$ cat config.mk
export PLATFORM = sky130hd
export DESIGN_NAME = lpd_handshake
export DESIGN_NICKNAME = d
export VERILOG_FILES = /design/src/rtl/lpd_pkg.sv /design/src/rtl/lpd_sync.sv /design/src/rtl/lpd_tx_fsm.sv /design/src/rtl/lpd_rx_fsm.sv /design/src/rtl/lpd_handshake.sv
export SDC_FILE = /design/constraint.sdc
export NUM_CORES = 1
export LEC_CHECK = 0
export BUFFER_PORTS_ARGS = -buffer_cell sky130_fd_sc_hd__buf_2
export CORE_MARGIN = 2
export CORE_UTILIZATION = 54
export DETAILED_ROUTE_END_ITERATION = 8
export MAX_ROUTING_LAYER = met4
export PLACE_DENSITY_LB_ADDON = 0.25
export SLEW_MARGIN = 0
export SYNTH_ARGS = -nofsm -noshare
export SYNTH_HDL_FRONTEND = slang
export SYNTH_SLANG_ARGS = --single-unit
$ cat constraint.sdc
create_clock -name clk -period 5.7 [get_ports clk]
set_input_delay 0.285 -clock clk [delete_from_list [all_inputs] [get_ports clk]]
set_output_delay 0.285 -clock clk [all_outputs]
set_load 0.05 [all_outputs]
$ cat src/rtl/lpd_pkg.sv
package lpd_pkg;
   typedef enum logic [1:0] {
      LPD_UP   = 2'd0,
      LPD_PEND = 2'd1,
      LPD_DOWN = 2'd2
   } lpd_state_e;
endpackage

$ cat src/rtl/lpd_sync.sv
module lpd_sync #(
   parameter int               STAGES = 2,
   parameter int               WIDTH  = 1,
   parameter logic [WIDTH-1:0] INIT   = '0
) (
   input  logic             clk,
   input  logic             rst_n,
   input  logic [WIDTH-1:0] d,
   output logic [WIDTH-1:0] q
);
   logic [STAGES-1:0][WIDTH-1:0] pipe;

   for (genvar g = 0; g < STAGES; g++) begin : g_stage
      if (g == 0) begin : g_first
         always_ff @(posedge clk or negedge rst_n) begin
            if (!rst_n) pipe[0] <= INIT;
            else        pipe[0] <= d;
         end
      end else begin : g_next
         always_ff @(posedge clk or negedge rst_n) begin
            if (!rst_n) pipe[g] <= INIT;
            else        pipe[g] <= pipe[g-1];
         end
      end
   end

   assign q = pipe[STAGES-1];
endmodule

$ cat src/rtl/lpd_tx_fsm.sv
module lpd_tx_fsm
   import lpd_pkg::*;
#(
   parameter int CW = 16
) (
   input  logic          clk,
   input  logic          rst_n,
   input  logic [CW-1:0] idle_lim,
   input  logic [CW-1:0] wait_lim,
   input  logic          tx_active,
   input  logic          peer_wake,
   input  logic          cfm_high,
   output lpd_state_e    state,
   output logic          timeout
);
   localparam int CWX = CW + 1;

   lpd_state_e    nxt;
   logic [CW-1:0] cnt, cnt_nxt;
   logic [CW:0]   cnt_inc;
   logic          to_nxt;
   logic          idle_done, wait_done;

   assign cnt_inc   = CWX'(cnt) + CWX'(1);
   assign idle_done = cnt_inc >= CWX'(idle_lim);
   assign wait_done = cnt_inc >= CWX'(wait_lim);

   always_comb begin
      nxt     = state;
      cnt_nxt = cnt;
      to_nxt  = 1'b0;
      case (state)
         LPD_UP: begin
            if (tx_active) begin
               cnt_nxt = '0;
            end else if (idle_done) begin
               nxt     = LPD_PEND;
               cnt_nxt = '0;
            end else begin
               cnt_nxt = cnt_inc[CW-1:0];
            end
         end
         LPD_PEND: begin
            if (tx_active || peer_wake) begin
               nxt     = LPD_UP;
               cnt_nxt = '0;
            end else if (cfm_high) begin
               nxt     = LPD_DOWN;
               cnt_nxt = '0;
            end else if (wait_done) begin
               nxt     = LPD_UP;
               cnt_nxt = '0;
               to_nxt  = 1'b1;
            end else begin
               cnt_nxt = cnt_inc[CW-1:0];
            end
         end
         LPD_DOWN: begin
            if (tx_active || peer_wake) begin
               nxt     = LPD_UP;
               cnt_nxt = '0;
            end
         end
         default: begin
            nxt     = LPD_UP;
            cnt_nxt = '0;
         end
      endcase
   end

   always_ff @(posedge clk or negedge rst_n) begin
      if (!rst_n) begin
         state   <= LPD_UP;
         cnt     <= '0;
         timeout <= 1'b0;
      end else begin
         state   <= nxt;
         cnt     <= cnt_nxt;
         timeout <= to_nxt;
      end
   end


   idle_gate_chk: assert property (@(posedge clk) disable iff (!rst_n)
      (state == LPD_PEND && $past(state) == LPD_UP) |-> !$past(tx_active));

   no_skip_chk: assert property (@(posedge clk) disable iff (!rst_n)
      (state == LPD_DOWN && $past(state) != LPD_DOWN) |-> $past(state) == LPD_PEND);

   timeout_pulse_chk: assert property (@(posedge clk) disable iff (!rst_n)
      timeout |=> !timeout);

   timeout_src_chk: assert property (@(posedge clk) disable iff (!rst_n)
      timeout |-> (state == LPD_UP && $past(state) == LPD_PEND));

   tx_wake_chk: assert property (@(posedge clk) disable iff (!rst_n)
      (state != LPD_UP && tx_active) |=> state == LPD_UP);
endmodule

$ cat src/rtl/lpd_rx_fsm.sv
module lpd_rx_fsm
   import lpd_pkg::*;
(
   input  logic       clk,
   input  logic       rst_n,
   input  logic       peer_req_high,
   input  logic       rx_active,
   output lpd_state_e state
);
   lpd_state_e nxt;

   always_comb begin
      nxt = state;
      case (state)
         LPD_UP:   if (peer_req_high) nxt = LPD_PEND;
         LPD_PEND: begin
            if (!peer_req_high)  nxt = LPD_UP;
            else if (!rx_active) nxt = LPD_DOWN;
         end
         LPD_DOWN: if (!peer_req_high) nxt = LPD_UP;
         default:  nxt = LPD_UP;
      endcase
   end

   always_ff @(posedge clk or negedge rst_n) begin
      if (!rst_n) state <= LPD_UP;
      else        state <= nxt;
   end


   rx_hold_chk: assert property (@(posedge clk) disable iff (!rst_n)
      (state == LPD_PEND && rx_active && peer_req_high) |=> state == LPD_PEND);

   rx_wake_chk: assert property (@(posedge clk) disable iff (!rst_n)
      (state != LPD_UP && !peer_req_high) |=> state == LPD_UP);
endmodule

$ cat src/rtl/lpd_handshake.sv
module lpd_handshake
   import lpd_pkg::*;
#(
   parameter int CW           = 16,
   parameter int SYNC_STAGES  = 2,
   parameter bit HOLD_CFM_PND = 1'b1
) (
   input  logic          clk,
   input  logic          rst_n,
   input  logic [CW-1:0] cfg_idle,
   input  logic [CW-1:0] cfg_wait,
   input  logic          tx_active,
   input  logic          rx_active,
   input  logic          uart_rts_n,
   output logic          uart_cts_n,
   output logic          req_out_n,
   input  logic          req_in_n,
   output logic          cfm_out_n,
   input  logic          cfm_in_n,
   output logic [1:0]    tx_state,
   output logic [1:0]    rx_state,
   output logic          tx_timeout
);
   if (SYNC_STAGES < 2) begin : g_bad_sync
      $error("lpd_handshake: SYNC_STAGES must be at least 2");
   end
   if (CW < 2) begin : g_bad_cw
      $error("lpd_handshake: CW must be at least 2");
   end

   logic [1:0] peer_raw, peer_s;
   logic       req_in_s, cfm_in_s, req_prev, peer_fall;
   lpd_state_e tx_st, rx_st;

   assign peer_raw = {req_in_n, cfm_in_n};

   lpd_sync #(.STAGES(SYNC_STAGES), .WIDTH(2), .INIT(2'b00)) u_sync (
      .clk  (clk),
      .rst_n(rst_n),
      .d    (peer_raw),
      .q    (peer_s)
   );

   assign req_in_s = peer_s[1];
   assign cfm_in_s = peer_s[0];

   always_ff @(posedge clk or negedge rst_n) begin
      if (!rst_n) req_prev <= 1'b0;
      else        req_prev <= req_in_s;
   end
   assign peer_fall = req_prev & ~req_in_s;

   lpd_tx_fsm #(.CW(CW)) u_tx (
      .clk      (clk),
      .rst_n    (rst_n),
      .idle_lim (cfg_idle),
      .wait_lim (cfg_wait),
      .tx_active(tx_active),
      .peer_wake(peer_fall),
      .cfm_high (cfm_in_s),
      .state    (tx_st),
      .timeout  (tx_timeout)
   );

   lpd_rx_fsm u_rx (
      .clk          (clk),
      .rst_n        (rst_n),
      .peer_req_high(req_in_s),
      .rx_active    (rx_active),
      .state        (rx_st)
   );

   assign tx_state   = tx_st;
   assign rx_state   = rx_st;
   assign req_out_n  = (tx_st != LPD_UP);
   assign uart_cts_n = (tx_st == LPD_UP) ? cfm_in_s : 1'b1;

   if (HOLD_CFM_PND) begin : g_cfm_hold
      always_comb begin
         case (rx_st)
            LPD_UP:   cfm_out_n = uart_rts_n;
            LPD_PEND: cfm_out_n = 1'b0;
            default:  cfm_out_n = 1'b1;
         endcase
      end
   end else begin : g_cfm_pass
      assign cfm_out_n = (rx_st == LPD_DOWN) ? 1'b1 : uart_rts_n;
   end


   cts_block_chk: assert property (@(posedge clk) disable iff (!rst_n)
      (tx_state != 2'd0) |-> uart_cts_n);

   cfm_down_chk: assert property (@(posedge clk) disable iff (!rst_n)
      (rx_state == 2'd2) |-> cfm_out_n);

   peer_wake_chk: assert property (@(posedge clk) disable iff (!rst_n)
      (tx_state != 2'd0 && peer_fall) |=> tx_state == 2'd0);
endmodule

* Word-level counts from Yosys, hierarchy flattened
Cells that the tools add are included.
** Cells by class
- $add $sub $neg :: 1
- Reductions and logical operators :: 6
- Bitwise gates (word level) :: 2
- Equality and inequality tests :: 11
- Muxes and demuxes :: 25
- Order comparisons :: 2
** Operator list (number)
- 16-bit 2-to-1 mux :: 6
- 16-bit case mux with 3 select lines :: 1
- 17-bit by 16-bit >= comparator with 1-bit output :: 2
- 2-bit 2-to-1 mux :: 10
- 16-bit by 1-bit adder with 17-bit output, second input constant :: 1
- 2-bit case mux with 3 select lines :: 2
- 2-bit inequality test, second input constant :: 3
- 1-bit 2-to-1 mux :: 5
- 2-bit by 1-bit == test with 1-bit output, second input constant :: 2
- 2-bit == test, second input constant :: 2
- 2-bit logical NOT :: 2
- 2-bit by 1-bit inequality test with 1-bit output, second input constant :: 2
- 4-bit by 2-bit inequality test with 1-bit output, second input constant :: 1
- 4-bit AND reduction :: 1
- 3-bit inequality test, second input constant :: 1
- 3-bit AND reduction :: 1
- 1-bit case mux with 2 select lines :: 1
- 2-bit nonzero test :: 1
- 1-bit bitwise AND :: 1
- 1-bit logical OR :: 1
- 1-bit inverter :: 1
** Storage, ports and cells
- Bits in registers :: 26
- Bits of input ports :: 39

* Longest topological paths before layout
Gate-level depths: netlist (run 1).
- Depth in word-level cells :: 6
- Gate-level depth with buffers :: 15

* Modules after synthesis
From an unflattened synthesis (run 1), not the netlist that was laid out.
** Second synthesis, totals
- Cells, all modules :: 247
- Area total of the unflattened synthesis :: 2155.8 µm²
** Modules (own cells, without submodules)
- lpd_tx_fsm :: area an instance 1900.6 µm², cells each 228, sequential area each 475.5 µm², times used 1
- lpd_sync :: area an instance 115.1 µm², cells each 6, sequential area each 100.1 µm², times used 1
- lpd_rx_fsm :: area an instance 85.1 µm², cells each 7, sequential area each 50.0 µm², times used 1
- lpd_handshake :: area an instance 55.1 µm², cells each 6, sequential area each 25.0 µm², times used 1

* Least setup slack after synthesis (run 1)
No wires, ideal clock.
- Kind :: register -> register
- Start :: reg u_tx.cnt[0]
- End :: reg u_tx.cnt[2]
- Arrival :: 3.045 ns
- Cell stages (with the launch flop) :: 15
- Setup slack :: 2.591 ns
- Buffers on the path :: 1
- Setup time :: 0.064 ns
- Required time :: 5.636 ns
- Path through :: dfrtp_1 -> ha_1 -> nand3_2 -> nor3_2 -> and4_1 -> xnor2_1 -> inv_1 -> ha_1 -> a211o_1 -> a211o_1 -> a211oi_2 -> o2bb2a_4 -> buf_6 -> nor3b_2 -> a21o_1
** On the way
- Cells in the longest elaborated chain, start to end :: 6
** RTL lines
- from (decl) :: line lpd_tx_fsm.sv:19 : logic [CW-1:0] cnt, cnt_nxt;
- from (signal assigned) :: line lpd_tx_fsm.sv:78 : cnt <= cnt_nxt;
- 16-bit by 1-bit adder with 17-bit output (*) :: line lpd_tx_fsm.sv:24 : assign cnt_inc = CWX'(cnt) + CWX'(1);
- 17-bit by 16-bit >= comparator with 1-bit output :: line lpd_tx_fsm.sv:26 : assign wait_done = cnt_inc >= CWX'(wait_lim);
- 16-bit 2-to-1 mux :: line lpd_tx_fsm.sv:50 : end else if (wait_done) begin
- 16-bit 2-to-1 mux :: line lpd_tx_fsm.sv:47 : end else if (cfm_high) begin
- 16-bit 2-to-1 mux :: line lpd_tx_fsm.sv:44 : if (tx_active || peer_wake) begin
- 16-bit case mux with 3 select lines (*) :: line lpd_tx_fsm.sv:32 : case (state)
Every way passes the cells marked *; elsewhere a longest branch is shown, timed or not.
A chain may end at the register's enable or synchronous reset.

* Worst setup path in the final report (run 1)
- Start :: reg u_tx.cnt[0]
- End :: reg u_tx.cnt[11]
Same word-level chain as after synthesis.

==> results by group, run 1 <==
Die
  • Num rows: 22
  • Chip height: 67.2 um
  • Core ar.: 3740 sq um
  • I/O Pins: 47
  • DIE WIDTH: 67.2 um
  • Die Area: 4520 sq um
  • Starting Density: 57.6%

Drt
  • Vias per cell: 5.16
  • Starting DRT DRC Count: 94
  • Wirelength per Cell: 11.9 um
  • Post-route ant nets: 0
  • Router iterations before antenna repair: 4
  • # DRC: 0
  • Final WL: 4.14 mm
  • Via count: around 1800

Finish
  • Fillers: 337
  • Cell area after layout: roughly 2500 sq um
  • Antenna Cells: 0
  • Finished Layout Cells: 347
  • Register area: 651 sq um
  • Multi-input logic area: 1310 sq um
  • Share of cells above drive strength 1: a little over a fifth
  • Area Growth Syn to Fin: 16.2%
  • # nets final: 372

Clock network
  • Clk slew on worst S/H paths: 0.09 ns
  • Max H-tree Level: 1
  • Setup bufs post-CTS: 0
  • Root Driver: clkbuf_8
  • Hold buffers post-CTS: 0
  • CTS max path bufs: 2
  • CTS tree: done
  • Num CTS Buffers: 3
  • Clk_lat worst skew: 0.27 ns
  • CTS resizes: 0
  • CTS Sinks: 26

Global route
  • Antenna violations before repair: 0
  • GRT Total Usage: 21.2%
  • GRT overflow: 0
  • Vias in the first global route: 1676
  • First-pass GRT wire length: a little over 7 mm
  • Largest net degree at the start of global routing: 27

Timing
  • Min Tclk post-route: 3.50 ns
  • Crit share post-route: 61.5%
  • Fin Setup TNS: 0 ns
  • Final Hold Fails: 6
  • Worst setup margin: 2.20 ns
  • Relative slew slack: between 50% and 60%
  • RSZ-0062 raised after global routing: no
  • Setup-failing EPs final: 0
  • Slew Limit Fails: 0
  • Hold Slack: -0.00484 ns
  • Worst Skew: about 0.0030 ns
  • Worst slew pin tran: 0.681 ns
  • Fmax: 285 MHz

Synthesis
  • Post-synthesis register bit count: 26
  • Synth warn: 0
  • Mapped cell area: between 2000 and 2500 sq um
  • Number of flops mapped to enable cells by yosys: 0
  • Yosys cell types: 46
  • Syn_nets: 323
  • Seq/Total Area, Yosys: a little under a third
  • Syn avg cell area: around 8.6 sq um
  • Most area-consuming cells after synthesis: dfrtp_1, ha_1, inv_1
  • Dominant cell type by area after synthesis: dfrtp_1
  • Yosys top cell area share: 30.2%
  • Main synth FF type: dfrtp_1
  • Post-synthesis cell count: 251
  • Ys async rst share: 100%

Place
  • Number of I/O port buffers: 46
  • Post-DP HPWL: around 3.5 mm
  • GP Congestion: 0.798
  • Placed cell area: 2430 sq um
  • Placed cells: 343
  • Pre-CTS setup slack: around 2.2 ns

Pwr
  • Total power: 0.416 mW
  • Worst VDD drop: 0.000172 V
  • P per Cell Area: 166 nW/um^2
  • Leak Pwr: 1.49 nW

Status
  • Status: finished with violations
  • Failing checks: hold timing

Worst setup path
  • Worst Path Max Fanout: 20
  • Crit Path Category: flip-flop to flip-flop
  • CP endpoint kind: flip-flop
  • Critical path startpoint category: flip-flop
  • Data required, critical path: ~5.9 ns
  • Arr. time, crit path: 3.67 ns

Run
  • Max cap viols: 0

Hold path
  • Hold Path Class: input port to asynchronous set/reset pin
-- through the flow --
| step | hold slack [ns] | utilization, % |
|---|---|---|
| after floorplan | -0.0106 | - |
| after CTS | 0.0157 | 66.9 |
| after global routing | 0.0405 | 66.9 |
| after detailed placement | 0.314 | 65.0 |
| after global placement | 0.313 | 65.0 |
| final | -0.00484 | 66.9 |
-- critical path: stages (launching register included) --
cell	delay, ns
dfrtp_1	0.45
ha_1	0.29
nand3_2	0.18
nor3_2	0.34
and4_1	0.25
xnor2_1	0.14
inv_1	0.09
ha_1	0.30
nand3_1	0.09
nor3_1	0.32
o311ai_0	0.22
nand4_1	0.18
o2bb2a_4	0.29
o21ai_1	0.09
a21o_1	0.18
-- cells in the final DEF, fill, tap and decap left out, types with 2 or more instances in the layout --
master and count:
a211o_1 2, a211oi_1 2, a211oi_2 2, a21o_1 6, a21oi_1 10, and3_1 3, buf_2 46, clkbuf_8 3
dfrtp_1 26, ha_1 33, inv_1 46, nand2_1 25, nand2b_1 2, nand3_1 5, nand4_1 5, nor2_1 10
nor2b_1 2, nor3_1 9, nor3_2 2, o21a_1 3, o21ai_0 15, o21ai_1 5, or3_1 2, xnor2_1 9
xor2_1 4
-- flip-flops by register name (all words and copies together) (netlist names) --
register	flops
u_tx.cnt	16
u_rx.state	2
u_sync.pipe	2
u_sync.q	2
u_tx.state	2
req_prev	1
u_tx.timeout	1
-- layer usage --
| metal | track usage [%] | part of all wire [%] |
|---|---|---|
| met5 | - | 0 |
| met4 | 2.30 | 0.27 |
| met3 | 4.00 | 3.2 |
| met2 | 34.9 | 48 |
| met1 | 28.3 | 49 |
-- synthesized netlist by cell type, types with 3 or more instances --
cell,number
nand4_1,5
dfrtp_1,26
nor3_1,9
o21ai_1,5
xor2_1,4
nand2_1,25
a21oi_1,10
and3_1,3
ha_1,33
xnor2_1,9
o21ai_0,15
nand3_1,5
o21a_1,3
a21o_1,6
inv_1,46
nor2_1,10
-- cells by family after synthesis --
logic type | Yosys count | share of synthesized area (%)
flip-flops | 26 | 30.2
AND/OR/NAND/NOR | 76 | 19.3
XOR/XNOR | 13 | 5.28
buffers and inverters | 49 | 8.93
AO/OA/AOI/OAI | 53 | 16.7
adder cells (fa/ha/maj) | 33 | 19.1
multiplexers | 1 | 0.464
-- final timing paths --
path	slack (ns)	cells after the start	start	end
setup / recovery	2.20	14	u_tx.cnt[0]	u_tx.cnt[11]
max in group asynchronous	5.34	1	rst_n	u_sync.pipe[0]
setup reg to reg	2.20	14	u_tx.cnt[0]	u_tx.cnt[11]
hold / removal	-0.005	1	rst_n	u_tx.cnt[15]
min in group clk	0.11	1	req_in_n	u_sync.pipe[1]
hold reg to reg	0.36	0	u_sync.pipe[1]	u_sync.q[1]
-- power breakdown --
part / leakage (nW) / internal (mW) / switching [mW]
Combinational: 1.11 / 0.0300 / 0.0414
Sequential: 0.347 / 0.189 / 0.00471
Clock: 0.0357 / 0.0940 / 0.0567
Total: 1.49 / 0.313 / 0.103
-- cell type report --
cell class	instances	area share (%)
inverter	46	6.89
clock buffer	3	1.65
timing repair buffer	47	9.49
tap	48	2.40
multi-input combinational	176	52.4
sequential	26	26.0
clock inverter	1	1.20
No activity file was read; power rests on OpenSTA's default activity.
==> run 2: changes to the inputs <==
Settings changed: CORE_UTILIZATION 54 to 50.
Clock period 5.7 ns to 3.14 ns, I/O delays scaled along.
==> results by group, run 2 (same netlist as run 1, synthesis figures left out) <==
Timing
  • Min Tclk post-route: 3.15 ns (was 3.50 ns)
  • Fin Setup TNS: -0.0183 ns (was 0 ns)
  • Crit share post-route: 100% (was 61.5%)
  • Setup-failing EPs final: 4 (was 0)
  • RSZ-0062 raised after global routing: yes (was no)
  • Relative slew slack: 33.9% (was 54.0%)
  • Fmax: 317 MHz (was 285 MHz)
  • Worst Skew: 0.00803 ns (was 0.00298 ns)
  • Hold Slack: 0.0737 ns (was -0.00484 ns)
  • Worst slew pin tran: 0.977 ns (was 0.681 ns)
  • Final Hold Fails: 0 (was 6)
  • Worst setup margin: -0.0110 ns (was 2.20 ns)
  • Slew Limit Fails: 0 (unchanged)

Pwr
  • P per Cell Area: 256 nW/um^2 (was 166 nW/um^2)
  • Leak Pwr: 1.77 nW (was 1.49 nW)
  • Worst VDD drop: 0.000245 V (was 0.000172 V)
  • Total power: 0.799 mW (was 0.416 mW)

Drt
  • Wirelength per Cell: 15.3 um (was 11.9 um)
  • Post-route ant nets: 0 (unchanged)
  • Router iterations before antenna repair: 4 (unchanged)
  • Via count: 2062 (was 1792)
  • # DRC: 0 (unchanged)
  • Vias per cell: 5.38 (was 5.16)
  • Final WL: 5.88 mm (was 4.14 mm)
  • Starting DRT DRC Count: 96 (was 94)

Finish
  • Antenna Cells: 0 (unchanged)
  • Commonest non-fill, non-tap cells in the layout: buf_2, inv_1, buf_4, dfrtp_1, ha_1 (was inv_1, buf_2, ha_1, dfrtp_1, nand2_1)
  • Fillers: 295 (was 337)
  • Max FFs per register: 16 (unchanged)
  • # nets final: 406 (was 372)
  • Most common cell after layout, fill and taps aside: buf_2
  • Share of cells above drive strength 1: 39.6% (was 21.1%)
  • Largest Register: u_tx.cnt (unchanged)
  • Area Growth Syn to Fin: 44.8% (was 16.2%)

Place
  • GP Congestion: 0.794 (was 0.798)
  • Number of I/O port buffers: 46 (unchanged)
  • Post-DP HPWL: 4.05 mm (was 3.53 mm)

Die
  • I/O Pins: 47 (unchanged)
  • Chip height: 69.7 um (was 67.2 um)
  • Die Area: 4860 sq um (was 4520 sq um)
  • Core ar.: 4090 sq um (was 3740 sq um)
  • Num rows: 23 (was 22)
  • DIE WIDTH: 69.7 um (was 67.2 um)
  • Starting Density: 52.8% (was 57.6%)

Clock network
  • CTS max path bufs: 2 (unchanged)
  • CTS Sinks: 26 (unchanged)
  • Clk slew on worst S/H paths: 0.09 ns (about the same)
  • Clk_lat worst skew: 0.27 ns (about the same)
  • Num CTS Buffers: 3 (unchanged)
  • CTS tree: done (unchanged)
  • Root Driver: clkbuf_8 (unchanged)
  • Max H-tree Level: 1 (unchanged)

Worst setup path
  • Worst Path Max Fanout: 7 (was 20)
  • Arr. time, crit path: 3.35 ns (was 3.67 ns)
  • Data required, critical path: 3.34 ns (was 5.87 ns)
  • CP endpoint kind: flip-flop (unchanged)
  • Crit Path Category: flip-flop to flip-flop (unchanged)
  • Critical path startpoint category: flip-flop (unchanged)

Status
  • Failing checks: setup timing (was hold timing)
  • Status: finished with violations (unchanged)

Global route
  • Vias in the first global route: 1979 (was 1676)
  • First-pass GRT wire length: 8.73 mm (was 7.09 mm)
  • Largest net degree at the start of global routing: 27 (unchanged)
  • GRT overflow: 0 (unchanged)
  • Antenna violations before repair: 0 (unchanged)
  • GRT Total Usage: 22.6% (was 21.2%)

Run
  • Max cap viols: 0 (unchanged)

Hold path
  • Hold Path Class: input port to flip-flop (was input port to asynchronous set/reset pin)
## run 2: cell count changes in the layout (fill, tap and decap cells not counted), moves of 4 or more
cell	delta
a21oi_1	-4
buf_4	+28
ha_1	-9
ha_4	+9
nand2_1	-4
nor3_4	+4
o21ai_0	-9
o21ai_1	+6
xnor2_1	-4
xnor2_2	+4
## run 2: area by class of cell
| cell class | count | area [sq um] | area share, % |
|---|---|---|---|
| multi-input combinational | 177 | 1660 | 53.0 |
| sequential | 26 | 651 | 20.8 |
| timing repair buffer | 80 | 509 | 16.3 |
| inverter | 46 | 173 | 5.53 |
| tap | 50 | 62.6 | 2.00 |
| clock buffer | 3 | 41.3 | 1.32 |
| clock inverter | 1 | 30.0 | 0.962 |
## run 2: stage by stage
step | cell area, sq um | instances | util, % | worst slack, ns
floorplan | 2160 | 251 | - | 0.0313
global placement | 2620 | 368 | 64.2 | 0.0224
detailed placement | 2620 | 368 | 64.2 | -0.0864
CTS | 2840 | 379 | 69.6 | -0.00261
global route | 3120 | 383 | 76.4 | -0.213
finish | 3120 | 383 | 76.4 | -0.0110
## run 2: report_power, final
| group | leakage, nW | internal [mW] | switching, mW | total (mW) |
|---|---|---|---|---|
| Clock | 0.0357 | 0.171 | 0.106 | 0.276 |
| Sequential | 0.347 | 0.344 | 0.00827 | 0.352 |
| Combinational | 1.38 | 0.0772 | 0.0931 | 0.170 |
| Total | 1.77 | 0.592 | 0.207 | 0.799 |
## run 2: timing repair
action	4_1_cts	5_1_grt
endpoints found under the hold margin	28	0
pin swaps	12	14
endpoints found under the setup margin	13	18
gates cloned	1	0
hold buffers	3	0
resized for setup	23	41
setup buffers	3	4
## run 2: routing by layer
layer / GRT usage, % / wire length, um / share of wire, %
met2: 40.0 / 2990 / 51
met3: 3.78 / 209 / 3.6
met4: 3.85 / 229 / 3.9
met5: - / 0 / 0
met1: 27.5 / 2450 / 42
## run 2: worst paths after layout
kind,from,endpoint,slack (ns),cells past startpoint
worst max-delay path,u_tx.cnt[0],u_tx.cnt[14],-0.01,13
worst min-delay path,tx_active,u_tx.state[1],0.07,2
worst max register to register,u_tx.cnt[0],u_tx.cnt[14],-0.01,13
worst min register to register,u_sync.pipe[1],u_sync.q[1],0.36,0
max in group asynchronous,rst_n,u_tx.state[1],2.34,2
min in group asynchronous,rst_n,u_sync.q[0],0.42,2
## run 2: critical path, stage by stage, from the launching register on
cell,delay (ns)
dfrtp_1,0.43
and3_4,0.23
nand2_4,0.06
or3_4,0.39
buf_4,0.17
xnor2_2,0.14
ha_1,0.32
nand4_1,0.18
nor2_1,0.08
a211o_1,0.30
a211oi_4,0.29
o2bb2a_4,0.23
buf_12,0.14
o21ai_2,0.12
